[src/rtl/evt_agg_pkg.sv]
package evt_agg_pkg;
    localparam int WORD_W    = 32;
    localparam int NUM_WORDS = 3;
    localparam int NUM_LVL   = 3;
    localparam int ID_W      = 7;
    localparam int BIT_W     = $clog2(WORD_W);
    localparam int WSEL_W    = ID_W - BIT_W;
    localparam int ADDR_W    = 6;
    localparam int IDX_W     = ADDR_W - 2;
    localparam int SEL_W     = 2;
    localparam int NUM_REGS  = NUM_WORDS * (1 + NUM_LVL);
    localparam int PEND_BITS = NUM_WORDS * WORD_W;
    localparam int MASK_BITS = NUM_LVL * NUM_WORDS * WORD_W;
    // words that software may clear by writing ones (word 1 is bus read-only)
    localparam logic [NUM_WORDS-1:0] BUS_CLR_WORDS = 3'b101;

    typedef logic [WORD_W-1:0] word_t;

    typedef enum logic [1:0] {
        KIND_PEND,
        KIND_MASK,
        KIND_NONE
    } reg_kind_e;

    typedef struct packed {
        reg_kind_e        kind;
        logic [SEL_W-1:0] lvl;
        logic [SEL_W-1:0] word;
    } reg_sel_t;

    typedef struct packed {
        logic              vld;
        logic [WSEL_W-1:0] word;
        logic [BIT_W-1:0]  pos;
    } evt_req_t;

    // bit of word 0 that summarises upper word w
    function automatic int casc_pos(input int w);
        return WORD_W - NUM_WORDS + w;
    endfunction

    function automatic word_t casc_protect();
        word_t m;
        m = '0;
        for (int w = 1; w < NUM_WORDS; w++) m[casc_pos(w)] = 1'b1;
        return m;
    endfunction

    function automatic evt_req_t split_id(input logic vld, input logic [ID_W-1:0] id);
        evt_req_t r;
        r.vld  = vld;
        r.word = id[ID_W-1:BIT_W];
        r.pos  = id[BIT_W-1:0];
        return r;
    endfunction

    function automatic reg_sel_t decode_addr(input logic [ADDR_W-1:0] a);
        reg_sel_t s;
        int       idx;
        idx    = int'(a[ADDR_W-1:2]);
        s.kind = KIND_NONE;
        s.lvl  = '0;
        s.word = '0;
        if (idx < NUM_WORDS) begin
            s.kind = KIND_PEND;
            s.word = SEL_W'(idx);
        end else if (idx < NUM_REGS) begin
            s.kind = KIND_MASK;
            s.lvl  = SEL_W'((idx - NUM_WORDS) / NUM_WORDS);
            s.word = SEL_W'((idx - NUM_WORDS) % NUM_WORDS);
        end
        return s;
    endfunction
endpackage

[src/rtl/evt_agg_decode.sv]
// Turns a numbered request into one-hot bit vectors per pending word.
module evt_agg_decode
    import evt_agg_pkg::*;
(
    input  logic            vld,
    input  logic [ID_W-1:0] id,
    output word_t           hit [NUM_WORDS]
);
    evt_req_t req;
    word_t    shield;

    assign req    = split_id(vld, id);
    assign shield = casc_protect();

    for (genvar w = 0; w < NUM_WORDS; w++) begin : g_word
        word_t raw;
        always_comb begin
            raw = '0;
            if (req.vld && (req.word == WSEL_W'(w))) raw[req.pos] = 1'b1;
        end
        if (w == 0) begin : g_base
            // cascade positions in word 0 are not reachable by number
            assign hit[w] = raw & ~shield;
        end else begin : g_upper
            assign hit[w] = raw;
        end
    end
endmodule

[src/rtl/evt_agg_pend_word.sv]
// One pending word: set wins over clear; FORCED bits follow forced_val.
module evt_agg_pend_word
    import evt_agg_pkg::*;
#(
    parameter word_t FORCED = '0
) (
    input  logic  clk,
    input  logic  rst,
    input  word_t set_bits,
    input  word_t port_clr,
    input  word_t bus_clr,
    input  word_t forced_val,
    output word_t q,
    output word_t nxt
);
    word_t clr_all;
    word_t kept;

    always_comb begin
        clr_all = port_clr | bus_clr;
        kept    = (q & ~clr_all) | set_bits;
        nxt     = (kept & ~FORCED) | (forced_val & FORCED);
    end

    always_ff @(posedge clk) begin
        if (rst) q <= '0;
        else     q <= nxt;
    end
endmodule

[src/rtl/evt_agg_mask_bank.sv]
// Mask words, one per (level, pending word) pair.
module evt_agg_mask_bank
    import evt_agg_pkg::*;
(
    input  logic     clk,
    input  logic     rst,
    input  logic     we,
    input  reg_sel_t sel,
    input  word_t    wdata,
    output word_t    q   [NUM_LVL][NUM_WORDS],
    output word_t    nxt [NUM_LVL][NUM_WORDS]
);
    for (genvar l = 0; l < NUM_LVL; l++) begin : g_lvl
        for (genvar w = 0; w < NUM_WORDS; w++) begin : g_word
            logic hit;
            assign hit = we && (sel.kind == KIND_MASK) &&
                         (sel.lvl == SEL_W'(l)) && (sel.word == SEL_W'(w));
            assign nxt[l][w] = hit ? wdata : q[l][w];
            always_ff @(posedge clk) begin
                if (rst) q[l][w] <= '0;
                else     q[l][w] <= nxt[l][w];
            end
        end
    end
endmodule

[src/rtl/evt_agg_level.sv]
// Masked OR reduction, one request per interrupt level.
module evt_agg_level
    import evt_agg_pkg::*;
(
    input  word_t              pend [NUM_WORDS],
    input  word_t              mask [NUM_LVL][NUM_WORDS],
    output logic [NUM_LVL-1:0] req
);
    for (genvar l = 0; l < NUM_LVL; l++) begin : g_lvl
        word_t acc;
        always_comb begin
            acc = '0;
            for (int w = 0; w < NUM_WORDS; w++) acc = acc | (pend[w] & mask[l][w]);
            req[l] = |acc;
        end
    end
endmodule

[src/rtl/evt_cascade_agg.sv]
module evt_cascade_agg
    import evt_agg_pkg::*;
(
    input  logic               clk,
    input  logic               rst,
    input  logic               evt_valid,
    input  logic [ID_W-1:0]    evt_id,
    input  logic               clr_valid,
    input  logic [ID_W-1:0]    clr_id,
    input  logic               reg_we,
    input  logic [ADDR_W-1:0]  reg_addr,
    input  logic [WORD_W-1:0]  reg_wdata,
    output logic [WORD_W-1:0]  reg_rdata,
    output logic [NUM_LVL-1:0] irq
);
    reg_sel_t           sel;
    word_t              evt_hit  [NUM_WORDS];
    word_t              clr_hit  [NUM_WORDS];
    word_t              pend_q   [NUM_WORDS];
    word_t              pend_nxt [NUM_WORDS];
    word_t              mask_q   [NUM_LVL][NUM_WORDS];
    word_t              mask_nxt [NUM_LVL][NUM_WORDS];
    logic [NUM_LVL-1:0] irq_nxt;
    logic [NUM_WORDS-1:0] upper_busy;
    logic [PEND_BITS-1:0] pend_flat;
    logic [MASK_BITS-1:0] mask_flat;

    assign sel = decode_addr(reg_addr);

    evt_agg_decode i_evt_dec (.vld(evt_valid), .id(evt_id), .hit(evt_hit));
    evt_agg_decode i_clr_dec (.vld(clr_valid), .id(clr_id), .hit(clr_hit));

    // an upper word is busy when it holds anything after this edge
    assign upper_busy[0] = 1'b0;
    for (genvar u = 1; u < NUM_WORDS; u++) begin : g_busy
        assign upper_busy[u] = |pend_nxt[u];
    end

    for (genvar w = 0; w < NUM_WORDS; w++) begin : g_pend
        word_t bus_clr;
        word_t fv;
        assign bus_clr = (reg_we && BUS_CLR_WORDS[w] && (sel.kind == KIND_PEND) &&
                          (sel.word == SEL_W'(w))) ? reg_wdata : '0;
        if (w == 0) begin : g_base
            always_comb begin
                fv = '0;
                for (int u = 1; u < NUM_WORDS; u++) fv[casc_pos(u)] = upper_busy[u];
            end
            evt_agg_pend_word #(.FORCED(casc_protect())) i_word (
                .clk(clk), .rst(rst), .set_bits(evt_hit[w]), .port_clr(clr_hit[w]),
                .bus_clr(bus_clr), .forced_val(fv), .q(pend_q[w]), .nxt(pend_nxt[w]));
        end else begin : g_upper
            assign fv = '0;
            evt_agg_pend_word #(.FORCED('0)) i_word (
                .clk(clk), .rst(rst), .set_bits(evt_hit[w]), .port_clr(clr_hit[w]),
                .bus_clr(bus_clr), .forced_val(fv), .q(pend_q[w]), .nxt(pend_nxt[w]));
        end
        assign pend_flat[w*WORD_W +: WORD_W] = pend_q[w];
    end

    evt_agg_mask_bank i_masks (
        .clk(clk), .rst(rst), .we(reg_we), .sel(sel), .wdata(reg_wdata),
        .q(mask_q), .nxt(mask_nxt));

    for (genvar l = 0; l < NUM_LVL; l++) begin : g_mflat
        for (genvar w = 0; w < NUM_WORDS; w++) begin : g_w
            assign mask_flat[(l*NUM_WORDS + w)*WORD_W +: WORD_W] = mask_q[l][w];
        end
    end

    // evaluated from next state so the lines move on the same edge as registers
    evt_agg_level i_level (.pend(pend_nxt), .mask(mask_nxt), .req(irq_nxt));

    always_ff @(posedge clk) begin
        if (rst) irq <= '0;
        else     irq <= irq_nxt;
    end

    always_comb begin
        case (sel.kind)
            KIND_PEND: reg_rdata = pend_flat[int'(sel.word)*WORD_W +: WORD_W];
            KIND_MASK: reg_rdata = mask_flat[(int'(sel.lvl)*NUM_WORDS + int'(sel.word))*WORD_W +: WORD_W];
            default:   reg_rdata = '0;
        endcase
    end
endmodule

[config.mk]
export PLATFORM = sky130hd
export DESIGN_NAME = evt_cascade_agg
export DESIGN_NICKNAME = d
export VERILOG_FILES = /design/src/rtl/evt_agg_pkg.sv /design/src/rtl/evt_agg_decode.sv /design/src/rtl/evt_agg_pend_word.sv /design/src/rtl/evt_agg_mask_bank.sv /design/src/rtl/evt_agg_level.sv /design/src/rtl/evt_cascade_agg.sv
export SDC_FILE = /design/constraint.sdc
export NUM_CORES = 1
export LEC_CHECK = 0
export BUFFER_PORTS_ARGS = -buffer_cell sky130_fd_sc_hd__buf_2
export CAP_MARGIN = 10
export CORE_MARGIN = 3
export CORE_UTILIZATION = 45
export CTS_BUF_LIST = sky130_fd_sc_hd__clkbuf_16
export CTS_CLUSTER_DIAMETER = 100
export DETAILED_ROUTE_END_ITERATION = 10
export MAX_ROUTING_LAYER = met4
export SLEW_MARGIN = 20
export SYNTH_ARGS = -nofsm -noshare
export SYNTH_HDL_FRONTEND = slang
export SYNTH_HIERARCHICAL = 1
export SYNTH_SLANG_ARGS = --single-unit
[constraint.sdc]
create_clock -name clk -period 18.7 [get_ports clk]
set_clock_uncertainty 0.15 [all_clocks]
set_input_delay 0.935 -clock clk [delete_from_list [all_inputs] [get_ports clk]]
set_output_delay 0.935 -clock clk [all_outputs]
set_load 0.02 [all_outputs]
==> out/results.ini <==
[global_route]
grt_max_degree = 119
grt_pass1_wl_um = 156000
antenna_found_initial = 5
grt_overflow = 0
grt_pass1_vias = 21500
grt_util_all_layers_pct = 36.4

[clock_tree]
h-tree-depth = 2
cts_tree = built
post_cts_buffers = 0
postCtsHoldBufs = 0
clock-sinks = 387
cts_max_path_buffers = 3
cts-root-buf = clkbuf_16
cts_made_buffers = 46
path_clk_slew_ns = 0.05
cts-resized-gates = 0
clk_latency_ns = 0.59

[critical_path]
cp.buffers_inverters = 9
crit_fanout = 33
timing.critical_path.mode_cell = inv_1
cpMaxStageDelayCell = buf_4
worstSetupEndpointType = output port
r2r_slack_ns = 14.88
cp_slowest_stage_delay_ns = 0.63
startpoint_type = input pin
required_ns = 17.62
arrival_ns = 8.94
crit_family = compound AO/OA/AOI/OAI gates
crit_type = input pin to output port

[die]
core_sq_um = 57800
die_h_um = 248
die_w_um = 248
row_count = 88
io_pins = 92
initial_core_util_pct = 45.5
die_area_sq_um = 61400

[place]
io_buffer_count = 89
dpl.hpwl_um = 78900
gp_congestion = 1.07

[min_path]
holdCritPathClass = flip-flop to flip-flop

[final_layout]
syn2layout_area_growth_pct = 7.63
post-route-util_pct = 49.0
drive_above_1_share_pct = 18.8
num-nets-final = 2798

[timing]
tns_ns = 0
tightestPinTransition_ns = 1.24
fmax_mhz = 99.8
fin_crit_sh_pct = 53.6
setup_violations = 0
slew_viol_final = 0
grt_setup_unrepaired = no
fin_crit_ns = 10.02
holdWs_ns = 0.336
maxSlewHeadroom_pct = 17.0
final_hold_viol_count = 0

[drt]
drt_iter0_markers = 2836
vias_per_cell = 6.44
wl_per_cell_um = 31.4
drt_wl_total_um = 111000
drcViolationCount = 0
detail_route.first_pass.iterations = 6
vias = 22800
drtAntennaViolNets = 0

[power_and_ir_drop]
peakVddDrop_v = 0.000101
powerDensity_nw_per_um2 = 77.6
p_leak_nw = 12.6

[status]
outcome = completed

[logic_synthesis]
synthCells = 2797
ys_warn_count = 6
netlist_area_sq_um = 26300
avgSynthCellArea_sq_um = 9.41

[run]
drv_cap = 0

[where the power goes]
group | leakage (nW) | switching (mW) | internal, mW
clock | 0.751 | 0.380 | 0.482
sequential | 3.12 | 0.0115 | 0.839
combinational | 8.78 | 0.313 | 0.175
[worst reg2reg max path: cells and delay by family (launching register included)]
family,cells,cell delay (ns)
simple gates,9,2.89
compound gates,1,0.31
flops,1,0.31
[sequential cells by signal, summed over array words and instances (netlist names)]
signal,flops
g_pend.g_base.i_word/q,32
g_pend.g_upper.i_word/q,64
i_masks/q,288
irq,3
[through the flow]
step | area (sq um) | power [mW] | cells | setup WS, ns
floorplan | 26400 | 1.20 | 2828 | 11.19
global placement | 26900 | 1.34 | 3449 | 9.01
detailed placement | 26900 | 1.34 | 3449 | 8.85
CTS | 28300 | 2.20 | 3532 | 8.83
global route | 28300 | 2.25 | 3537 | 8.45
finish | 28300 | 2.20 | 3540 | 8.68
[layout by cell type (no fill, tap or decap), drive strengths merged, types with 3 or more instances in the layout]
cell type  count
a221oi        28
nand2b       322
nor3           8
buf          120
mux4          64
inv          122
nor4          22
nand4bb       25
dfxtp        387
nor2b          6
a22o          58
clkbuf        49
nor2         255
nand4b        19
nand3b         3
a21oi        100
a211oi         3
nand2        136
nand4         33
nand3         11
mux2i        320
diode          8
o21ai         33
mux2         320
conb          32
or3b          94
clkinv        15
or4b          13
a22oi        121
or2            5
ha             7
[path summary, 6_finish.rpt]
kind	cells past startpoint	endpoint	start
max	28	reg_rdata[22]	reg_addr[2]
min	2	i_masks/q[46]	i_masks/q[46]
max reg2reg	10	irq[2]	g_pend[2].g_upper.i_word/q[31]
min reg2reg	2	i_masks/q[46]	i_masks/q[46]
[metal layers]
| metal | global-route usage [%] | vias to the layer above | wire, um |
|---|---|---|---|
| met3 | 8.08 | 333 | 11500 |
| li1 | - | 9817 | - |
| met4 | 20.9 | 0 | 7680 |
| met2 | 51.7 | 1295 | 46500 |
| met1 | 47.5 | 11400 | 45400 |
| met5 | - | - | 0 |
[final cells by class]
| cell class | count | area, sq um |
|---|---|---|
| antenna | 8 | 20.0 |
| clock buffer | 49 | 1230 |
| clock inverter | 34 | 168 |
| fill | 5407 | 29500 |
| inverter | 105 | 394 |
| multi-input combinational | 2072 | 17100 |
| sequential | 387 | 7750 |
| tap | 765 | 957 |
| timing repair buffer | 120 | 688 |
Power figures use the tool's default switching activity.
